[config.mk]
export PLATFORM = sky130hd
export DESIGN_NAME = hang_sig_matcher
export DESIGN_NICKNAME = d
export VERILOG_FILES = /design/src/rtl/hsm_pkg.sv /design/src/rtl/hsm_classifier.sv /design/src/rtl/hsm_sampler.sv /design/src/rtl/hsm_sequencer.sv /design/src/rtl/hang_sig_matcher.sv
export SDC_FILE = /design/constraint.sdc
export NUM_CORES = 1
export LEC_CHECK = 0
export ABC_AREA = 1
export ABC_CLOCK_PERIOD_IN_PS = 2500
export BUFFER_PORTS_ARGS = -buffer_cell sky130_fd_sc_hd__clkbuf_2
export CELL_PAD_IN_SITES_DETAIL_PLACEMENT = 0
export CELL_PAD_IN_SITES_GLOBAL_PLACEMENT = 1
export CORE_AREA = 4 4 85 87
export DETAILED_ROUTE_END_ITERATION = 16
export DIE_AREA = 0 0 89 91
export PLACE_DENSITY_LB_ADDON = 0.25
export SETUP_SLACK_MARGIN = 0.02
export SYNTH_ARGS = -nofsm -noshare
export SYNTH_HDL_FRONTEND = slang
export SYNTH_SLANG_ARGS = --single-unit
export TNS_END_PERCENT = 100
[constraint.sdc]
create_clock -name clk -period 2.5 [get_ports clk]
set_input_delay 0.25 -clock clk [delete_from_list [all_inputs] [get_ports clk]]
set_output_delay 0.25 -clock clk [all_outputs]
set_load 0.03 [all_outputs]
[src/rtl/hsm_pkg.sv]
package hsm_pkg;

  localparam int OBS_W   = 32;
  localparam int CODE_W  = 3;
  localparam int NUM_SIG = 4;

  localparam logic [CODE_W-1:0] HC_NONE    = 3'd0;
  localparam logic [CODE_W-1:0] HC_DFS     = 3'd1;
  localparam logic [CODE_W-1:0] HC_RIFS    = 3'd2;
  localparam logic [CODE_W-1:0] HC_RXCLR   = 3'd3;
  localparam logic [CODE_W-1:0] HC_UNKNOWN = 3'd7;

  // Ordered pattern table: lower index has higher priority.
  localparam logic [OBS_W-1:0] SIG_MASK [NUM_SIG] = '{
    32'h7E00_0B00, 32'h7E00_0B00, 32'h7E00_0B00, 32'h7E7F_FFEF
  };
  localparam logic [OBS_W-1:0] SIG_VAL [NUM_SIG] = '{
    32'h1E00_0000, 32'h5200_0B00, 32'h1800_0B00, 32'h0070_2400
  };
  localparam logic [CODE_W-1:0] SIG_CODE [NUM_SIG] = '{
    HC_DFS, HC_RIFS, HC_RXCLR, HC_RXCLR
  };

  typedef enum logic [1:0] {
    ST_IDLE = 2'd0,
    ST_WIN  = 2'd1,
    ST_CHK  = 2'd2,
    ST_MAC  = 2'd3
  } seq_state_e;

endpackage

[src/rtl/hsm_classifier.sv]
module hsm_classifier
  import hsm_pkg::*;
(
  input  logic [OBS_W-1:0]  word_i,
  output logic [CODE_W-1:0] code_o
);

  logic [NUM_SIG-1:0] hit;

  // One masked comparator per table entry.
  for (genvar g = 0; g < NUM_SIG; g++) begin : g_sig
    assign hit[g] = ((word_i & SIG_MASK[g]) == SIG_VAL[g]);
  end

  // Walk from the lowest-priority entry upward so the lowest index wins.
  always_comb begin
    code_o = HC_UNKNOWN;
    for (int i = NUM_SIG - 1; i >= 0; i--) begin
      if (hit[i]) code_o = SIG_CODE[i];
    end
  end

endmodule

[src/rtl/hsm_sampler.sv]
module hsm_sampler #(
  parameter int N_SAMPLES = 50,
  parameter int W         = 32
) (
  input  logic         clk,
  input  logic         rst_n,
  input  logic         cap_i,
  input  logic [W-1:0] word_i,
  input  logic         valid_i,
  output logic [W-1:0] ref_o,
  output logic         end_o,
  output logic         stable_o
);

  localparam int CNT_W = (N_SAMPLES > 1) ? $clog2(N_SAMPLES) : 1;
  localparam logic [CNT_W-1:0] LAST = CNT_W'(N_SAMPLES - 1);

  logic [W-1:0]     ref_q;
  logic [CNT_W-1:0] cnt_q, cnt_d;
  logic             busy_q, busy_d;
  logic             mismatch, last_hit, cnt_en;

  always_comb begin
    mismatch = busy_q & valid_i & (word_i != ref_q);
    last_hit = busy_q & valid_i & ~mismatch & (cnt_q == LAST);
    end_o    = mismatch | last_hit;
    stable_o = last_hit;

    busy_d = busy_q;
    cnt_d  = cnt_q;
    cnt_en = 1'b0;
    if (cap_i) begin
      busy_d = 1'b1;
      cnt_d  = '0;
      cnt_en = 1'b1;
    end else if (end_o) begin
      busy_d = 1'b0;
    end else if (busy_q && valid_i) begin
      cnt_d  = cnt_q + 1'b1;
      cnt_en = 1'b1;
    end
  end

  always_ff @(posedge clk or negedge rst_n) begin
    if (!rst_n) begin
      busy_q <= 1'b0;
      cnt_q  <= '0;
      ref_q  <= '0;
    end else begin
      busy_q <= busy_d;
      if (cnt_en) cnt_q <= cnt_d;
      if (cap_i)  ref_q <= word_i;
    end
  end

  assign ref_o = ref_q;

  AST_CNT_BOUND: assert property (@(posedge clk) disable iff (!rst_n)
    busy_q |-> (cnt_q <= LAST)) else $error("window count overrun");

  AST_REF_FROZEN: assert property (@(posedge clk) disable iff (!rst_n)
    (busy_q && !cap_i) |=> $stable(ref_q)) else $error("reference moved");

endmodule

[src/rtl/hsm_sequencer.sv]
module hsm_sequencer
  import hsm_pkg::*;
(
  input  logic              clk,
  input  logic              rst_n,
  input  logic              start_i,
  input  logic              bb_en_i,
  input  logic              mac_en_i,
  input  logic              win_end_i,
  input  logic              win_stable_i,
  input  logic [CODE_W-1:0] bb_code_i,
  input  logic              mac_done_i,
  input  logic [CODE_W-1:0] mac_code_i,
  output logic              cap_o,
  output logic              mac_req_o,
  output logic              done_o,
  output logic [CODE_W-1:0] code_o
);

  seq_state_e        state_q, state_d;
  logic [CODE_W-1:0] bb_q, bb_d;
  logic [CODE_W-1:0] code_q, code_d;
  logic              mac_en_q, mac_en_ld;
  logic              done_q, done_d;
  logic              bb_ld;

  always_comb begin
    state_d   = state_q;
    bb_d      = bb_q;
    bb_ld     = 1'b0;
    code_d    = code_q;
    done_d    = 1'b0;
    mac_en_ld = 1'b0;
    cap_o     = 1'b0;
    mac_req_o = 1'b0;
    unique case (state_q)
      ST_IDLE: begin
        if (start_i) begin
          mac_en_ld = 1'b1;
          bb_ld     = 1'b1;
          bb_d      = HC_NONE;
          if (bb_en_i) begin
            cap_o   = 1'b1;
            state_d = ST_WIN;
          end else begin
            state_d = ST_CHK;
          end
        end
      end
      ST_WIN: begin
        if (win_end_i) begin
          bb_ld   = 1'b1;
          bb_d    = win_stable_i ? bb_code_i : HC_NONE;
          state_d = ST_CHK;
        end
      end
      ST_CHK: begin
        if ((bb_q != HC_NONE) || !mac_en_q) begin
          done_d  = 1'b1;
          code_d  = bb_q;
          state_d = ST_IDLE;
        end else begin
          mac_req_o = 1'b1;
          state_d   = ST_MAC;
        end
      end
      ST_MAC: begin
        if (mac_done_i) begin
          done_d  = 1'b1;
          code_d  = mac_code_i;
          state_d = ST_IDLE;
        end
      end
      default: state_d = ST_IDLE;
    endcase
  end

  always_ff @(posedge clk or negedge rst_n) begin
    if (!rst_n) begin
      state_q  <= ST_IDLE;
      bb_q     <= HC_NONE;
      code_q   <= HC_NONE;
      mac_en_q <= 1'b0;
      done_q   <= 1'b0;
    end else begin
      state_q <= state_d;
      done_q  <= done_d;
      if (bb_ld)     bb_q     <= bb_d;
      if (done_d)    code_q   <= code_d;
      if (mac_en_ld) mac_en_q <= mac_en_i;
    end
  end

  assign done_o = done_q;
  assign code_o = code_q;

  AST_DONE_PULSE: assert property (@(posedge clk) disable iff (!rst_n)
    done_o |=> !done_o) else $error("done longer than one cycle");

  AST_MAC_GATED: assert property (@(posedge clk) disable iff (!rst_n)
    (state_q == ST_MAC) |-> (bb_q == HC_NONE)) else $error("MAC check after baseband hang");

  AST_REQ_PULSE: assert property (@(posedge clk) disable iff (!rst_n)
    mac_req_o |=> !mac_req_o) else $error("MAC request not a pulse");

  AST_SKIP_WINDOW: assert property (@(posedge clk) disable iff (!rst_n)
    (state_q == ST_IDLE && start_i && !bb_en_i) |=> (state_q == ST_CHK)) else $error("window ran while disabled");

  AST_START_IGNORED: assert property (@(posedge clk) disable iff (!rst_n)
    (state_q == ST_WIN && start_i && !win_end_i) |=> (state_q == ST_WIN)) else $error("start disturbed a run");

endmodule

[src/rtl/hang_sig_matcher.sv]
module hang_sig_matcher #(
  parameter int N_SAMPLES = 50
) (
  input  logic        clk,
  input  logic        rst_n,
  input  logic [31:0] obs_word_i,
  input  logic        obs_valid_i,
  input  logic        start_i,
  input  logic        bb_chk_en_i,
  input  logic        mac_chk_en_i,
  output logic        mac_req_o,
  input  logic        mac_done_i,
  input  logic [2:0]  mac_code_i,
  output logic        done_o,
  output logic [2:0]  hang_code_o
);
  import hsm_pkg::*;

  logic [OBS_W-1:0]  ref_word;
  logic [CODE_W-1:0] bb_code;
  logic              cap, win_end, win_stable;

  hsm_sampler #(.N_SAMPLES(N_SAMPLES), .W(OBS_W)) u_smp (
    .clk      (clk),
    .rst_n    (rst_n),
    .cap_i    (cap),
    .word_i   (obs_word_i),
    .valid_i  (obs_valid_i),
    .ref_o    (ref_word),
    .end_o    (win_end),
    .stable_o (win_stable)
  );

  hsm_classifier u_cls (
    .word_i (ref_word),
    .code_o (bb_code)
  );

  hsm_sequencer u_seq (
    .clk          (clk),
    .rst_n        (rst_n),
    .start_i      (start_i),
    .bb_en_i      (bb_chk_en_i),
    .mac_en_i     (mac_chk_en_i),
    .win_end_i    (win_end),
    .win_stable_i (win_stable),
    .bb_code_i    (bb_code),
    .mac_done_i   (mac_done_i),
    .mac_code_i   (mac_code_i),
    .cap_o        (cap),
    .mac_req_o    (mac_req_o),
    .done_o       (done_o),
    .code_o       (hang_code_o)
  );

  AST_REQ_NOT_DONE: assert property (@(posedge clk) disable iff (!rst_n)
    mac_req_o |-> !done_o) else $error("request and done together");

endmodule

Yosys cells after proc, flatten, opt, wreduce, memory -nomap -nowiden
Index checks and enable logic that the tools add are counted. W data, S select, Z words.

Register bits: 49. Bits of input ports: 42.

$add $sub $neg: 1. Equal/unequal tests: 14. Mux-type cells: 37. Bitwise gates (word level): 6. Reductions and logical operators: 13.

Operators with widths (number): $ne A32 B32 Y1 (1); $eq A28 B22 Y1 const B (1); $mux W3 (9); $eq A9 B7 Y1 const B (2); $mux W6 (3); $mux W1 (15); $pmux W3 S2 (2); $mux W2 (5); $eq A9 B9 Y1 const B (1); $pmux W2 S4 (1); $reduce_and A4 Y1 (2); $reduce_bool A2 Y1 (4); $add A6 B1 Y6 const B (1); $eq A6 B6 Y1 const B (1); $ne A2 B2 Y1 const B (3); $reduce_and A3 Y1 (2); $and A1 B1 Y1 (4); $eq A2 B2 Y1 const B (2); $ne A2 B1 Y1 const B (2); $pmux W1 S2 (2); $reduce_bool A3 Y1 (1); $eq A2 B1 Y1 const B (1); $logic_not A2 Y1 (1); $logic_and A1 B1 Y1 (1); 4 further kinds (4).

Longest topological paths before layout
Depth after elaboration: 9. Gate-level depth with buffers: 12. Depth with buffers taken out: 12.

Cells and area by module
Synthesis repeated with hierarchy kept, for this count alone.

Cells, all modules: 418. Area total of the unflattened synthesis: 2934.1 um^2.

Modules (own cells, without submodules): hsm_sampler (instances 1, cells an instance 285, area an instance 2120.8 um^2); hsm_sequencer (instances 1, cells an instance 78, area an instance 583.1 um^2); hsm_classifier (instances 1, cells an instance 55, area an instance 230.2 um^2).

Worst setup path after synthesis
Ideal clock, no wire load.

Path type: register -> output. Start point: register u_seq.bb_q[1]. End point: output port mac_req_o. Arrival time: 1.097 ns. Required time: 2.250 ns. Path slack: 1.153 ns. Cell stages (with the launch flop): 4. Cells stage by stage: dfrtp_1 > nor4b_1 > nand3_1 > inv_1.

Cells in the longest elaborated chain, start to end: 4.

RTL lines: start: declaration (line hsm_sequencer.sv:21) `logic [CODE_W-1:0] bb_q, bb_d;`; start signal: assignment (line hsm_sequencer.sv:81) `bb_q <= HC_NONE;`; start signal: assignment (line hsm_sequencer.sv:88) `if (bb_ld) bb_q <= bb_d;`; $reduce_bool A3 Y1 (line hsm_sequencer.sv:58) `if ((bb_q != HC_NONE) || !mac_en_q) begin`; $logic_or A1 B1 Y1 (line hsm_sequencer.sv:58); $mux W1 (line hsm_sequencer.sv:58); $mux W1 (line hsm_sequencer.sv:36) `unique case (state_q)`; end: declaration (line hang_sig_matcher.sv:11) `output logic mac_req_o,`.

No other way between the ends.

Worst setup path in the final report
Same ends and word-level chain as after synthesis.

==> impl_metrics.csv <==
group,metric,value,unit
outcome,status,"complete, no violations",
setup_path,arrival,1620,ps
setup_path,worstSetupPathType,"reg -> out",
floorplanning,start_util,43.51,%
cts,ctsRootBufferMaster,"clkbuf_8",
cts,clk_latency,300,ps
synth,synth_area,2763,µm²
floorplanning,die_w,89,µm
power_and_ir_drop,p_seq_share,45.0,%
synth,synthesis.nets,418,
placed_design,port_buffers,46,
global_route,antenna_found_initial,0,
sta,max_freq,0.5341,GHz
sta,worst_pin_slew,641.3,ps
final_layout,multiInputGateArea,1356,µm²
synth,avgSynthCellArea,7.387,µm²
floorplanning,die_h,91,µm
power_and_ir_drop,intPower,1.826,mW
final_layout,layout.nets,467,
detailed_routing,drt_drc_violations_left,0,
power_and_ir_drop,p_comb_share,39.1,%
synth,syn_inst,374,
cts,clock-sinks,49,
detailed_routing,wl_per_cell,11.96,µm
cts,cts_buffer_depth,2,
global_route,grt_pass1_vias,2292,
sta,setup-tns-final,0,ps
detailed_routing,drt-total-wl,5.990,mm
cts,clk_pin_slew_worst_paths,80,ps
sta,final_hold_viol_count,0,
synth,synth_cell_types,28,
final_layout,finalNonFillerCells,501,
final_layout,num_antenna_cells,0,
synth,ys_seq_area_share,44.38,%
sta,rsz0062_at_grt,"no",
sta,fin_skew,9.544,ps
detailed_routing,route.vias.total,2395,
synth,yosysWarnings,0,
final_layout,flow.area_growth_from_synthesis,14.90,%
setup_path,slowest_stage,"nor4b_1",
power_and_ir_drop,p_sw,1.285,mW
placed_design,gp_congestion,0.7833,
global_route,track_usage,15.78,%
floorplanning,rows,29,
final_layout,final_layout_size_suffix_gt1_share,17.22,%
global_route,grt_pass1_wl,10.27,mm
detailed_routing,antenna_left,0,
power_and_ir_drop,power_density,979.9,nW/µm²
setup_path,cp-end-kind,"primary output",
cts,htree_levels,2,
setup_path,critPathRequiredTime,2250,ps
floorplanning,ios,47,
global_route,grt_max_degree,50,
setup_path,crit_fanout,3,
detailed_routing,drtIter0Drc,88,
floorplanning,die_area,8099,µm²
power_and_ir_drop,swShare,41.30,%
cts,tritoncts,"built",
cts,numCtsBuffers,5,
sta,period_share,74.90,%
final_layout,regArea,1226,µm²
power_and_ir_drop,vdd_drop_max,0.3893,mV
cts,cts_setup_buffers,0,
power_and_ir_drop,power_leakage,1.654,nW
setup_path,crit_path_max_incr_delay,430,ps
sta,setup_viol,0,
sta,final.min_clock_period,1872,ps
cts,cts_resized,0,
detailed_routing,vias_per_cell,4.780,
detailed_routing,first_pass_iters,4,
synth,synth-seq-cells,49,
setup_path,path_cells,"nor4b_1, nand3_1, inv_1, clkbuf_2",
placed_design,dp.cells,493,
setup_path,cp-start-kind,"register",
global_route,grt_overflow,0,
final_layout,fillerInstances,663,
power_and_ir_drop,clkPwrFrac,15.9,%
sta,timing.final.max_slew_violations,0,
hold_path,min_path_type,"in -> async",
sta,holdWs,46.57,ps
placed_design,hpwlAfterDp,4.567,mm
job,maxCapViolCount,0,
cts,hold_buffers,0,
sta,relSlewSlack,57.25,%
floorplanning,core,6350,µm²
[sequential cells by signal, indices dropped and copies added (netlist names)]
register        cells
u_smp.cnt_q         6
u_seq.code_o        3
u_seq.bb_q          3
u_seq.state_q       2
u_smp.busy_q        1
u_seq.mac_en_q      1
u_seq.done_o        1
u_smp.ref_o        32
[cells in the final DEF, fill, tap and decap left out]
master	count
nor3b_1	1
clkbuf_2	46
and2_2	1
nand3_1	19
xnor2_1	21
clkinv_4	1
nor4_1	2
clkbuf_8	6
nor2_4	3
nand2_4	1
nor2_2	1
nor2_1	27
o22ai_1	1
inv_2	6
nand3b_1	1
nor3_1	7
nand2_2	1
nor4b_1	1
buf_4	3
ha_1	2
nand4_1	6
nand2_1	155
dfrtp_1	49
clkinv_2	1
mux2_2	1
a31oi_1	4
xor2_1	3
o21ai_0	19
inv_1	33
nand3_2	1
nand4_4	1
[layout make-up]
cell class              count  share of cell area, %
clock buffers               6                  2.602
well taps                  77                  3.035
inverters                  39                  4.612
repair buffers             49                  7.962
multi-input cells         279                  42.73
clock inverters             2                 0.4336
flip-flops and latches     49                  38.63
[through the flow]
step | worst slack [ps] | cell area [µm²] | total power [mW] | utilization [%]
final | 627.6 | 3174 | 3.110 | 49.99
after global routing | 477.0 | 3174 | 3.424 | 49.99
after CTS | 583.7 | 3174 | 3.158 | 49.99
after detailed placement | 790.4 | 3078 | 2.649 | 48.47
after global placement | 853.1 | 3078 | 2.624 | 48.47
after floorplan | 1153 | 2763 | 2.304 | -
[metal layers]
layer | wire length [µm] | vias up | GRT usage [%]
li1 | - | 1264 | -
met1 | 2815 | 1086 | 21.09
met2 | 2877 | 41 | 26.05
met3 | 256 | 4 | 3.348
met4 | 40 | 0 | 3.722
met5 | 0 | - | 0
[cells in the mapped netlist (all sizes together)]
| cell | count | area share [%] |
|---|---|---|
| dfrtp | 49 | 44 |
| nor4 | 2 | 0.45 |
| nand3 | 20 | 3.8 |
| nor2 | 31 | 5.1 |
| a31oi | 4 | 0.91 |
| o22ai | 1 | 0.23 |
| nor4b | 1 | 0.32 |
| clkbuf | 1 | 0.14 |
| xor2 | 3 | 0.95 |
| inv | 39 | 5.3 |
| nand3b | 1 | 0.27 |
| xnor2 | 21 | 6.7 |
| nand2 | 157 | 22 |
| mux2 | 1 | 0.41 |
| buf | 6 | 1.1 |
| ha | 2 | 0.91 |
| o21ai | 19 | 3.4 |
| nor3 | 7 | 1.3 |
| nor3b | 1 | 0.27 |
| nand4 | 7 | 2.1 |
| and2 | 1 | 0.27 |
[final timing paths]
check                                 start              end  slack, ps  depth (start not counted)
setup reg to reg           u_seq.state_q[1]   u_smp.cnt_q[3]        780                          7
hold / removal                        rst_n  u_seq.code_o[2]         50                          2
min in group clk             obs_word_i[15]  u_smp.ref_o[15]        170                          3
max in group asynchronous             rst_n   u_smp.cnt_q[3]       2020                          2
setup / recovery              u_seq.bb_q[1]        mac_req_o        630                          4
hold reg to reg                u_smp.busy_q     u_smp.busy_q        480                          2
[critical path: cells and delay by family, from the launching register on]
kind                   cells  cell delay (ps)
and+or+nand+nor            2              640
DFF                        1              400
buffers and inverters      2              290
[kinds of logic after synthesis]
| logic type | after synthesis | synth area share (%) |
|---|---|---|
| and+or+nand+nor | 228 | 35.60 |
| DFF | 49 | 44.38 |
| buffers and inverters | 46 | 6.522 |
| AOI/OAI and AO/OA | 24 | 4.574 |
| xor gates and xnor gates | 24 | 7.609 |
| adders and majority gates | 2 | 0.9057 |
| muxes | 1 | 0.4076 |
[power groups by stage]
stage,combinational [mW],sequential (mW),clock [mW]
global route,1.42,1.45,0.545
detailed placement,1.23,1.42,0
finish,1.22,1.40,0.494
CTS,1.24,1.40,0.519
floorplan,0.884,1.42,0
global placement,1.22,1.41,0
Power figures use the tool's default switching activity.
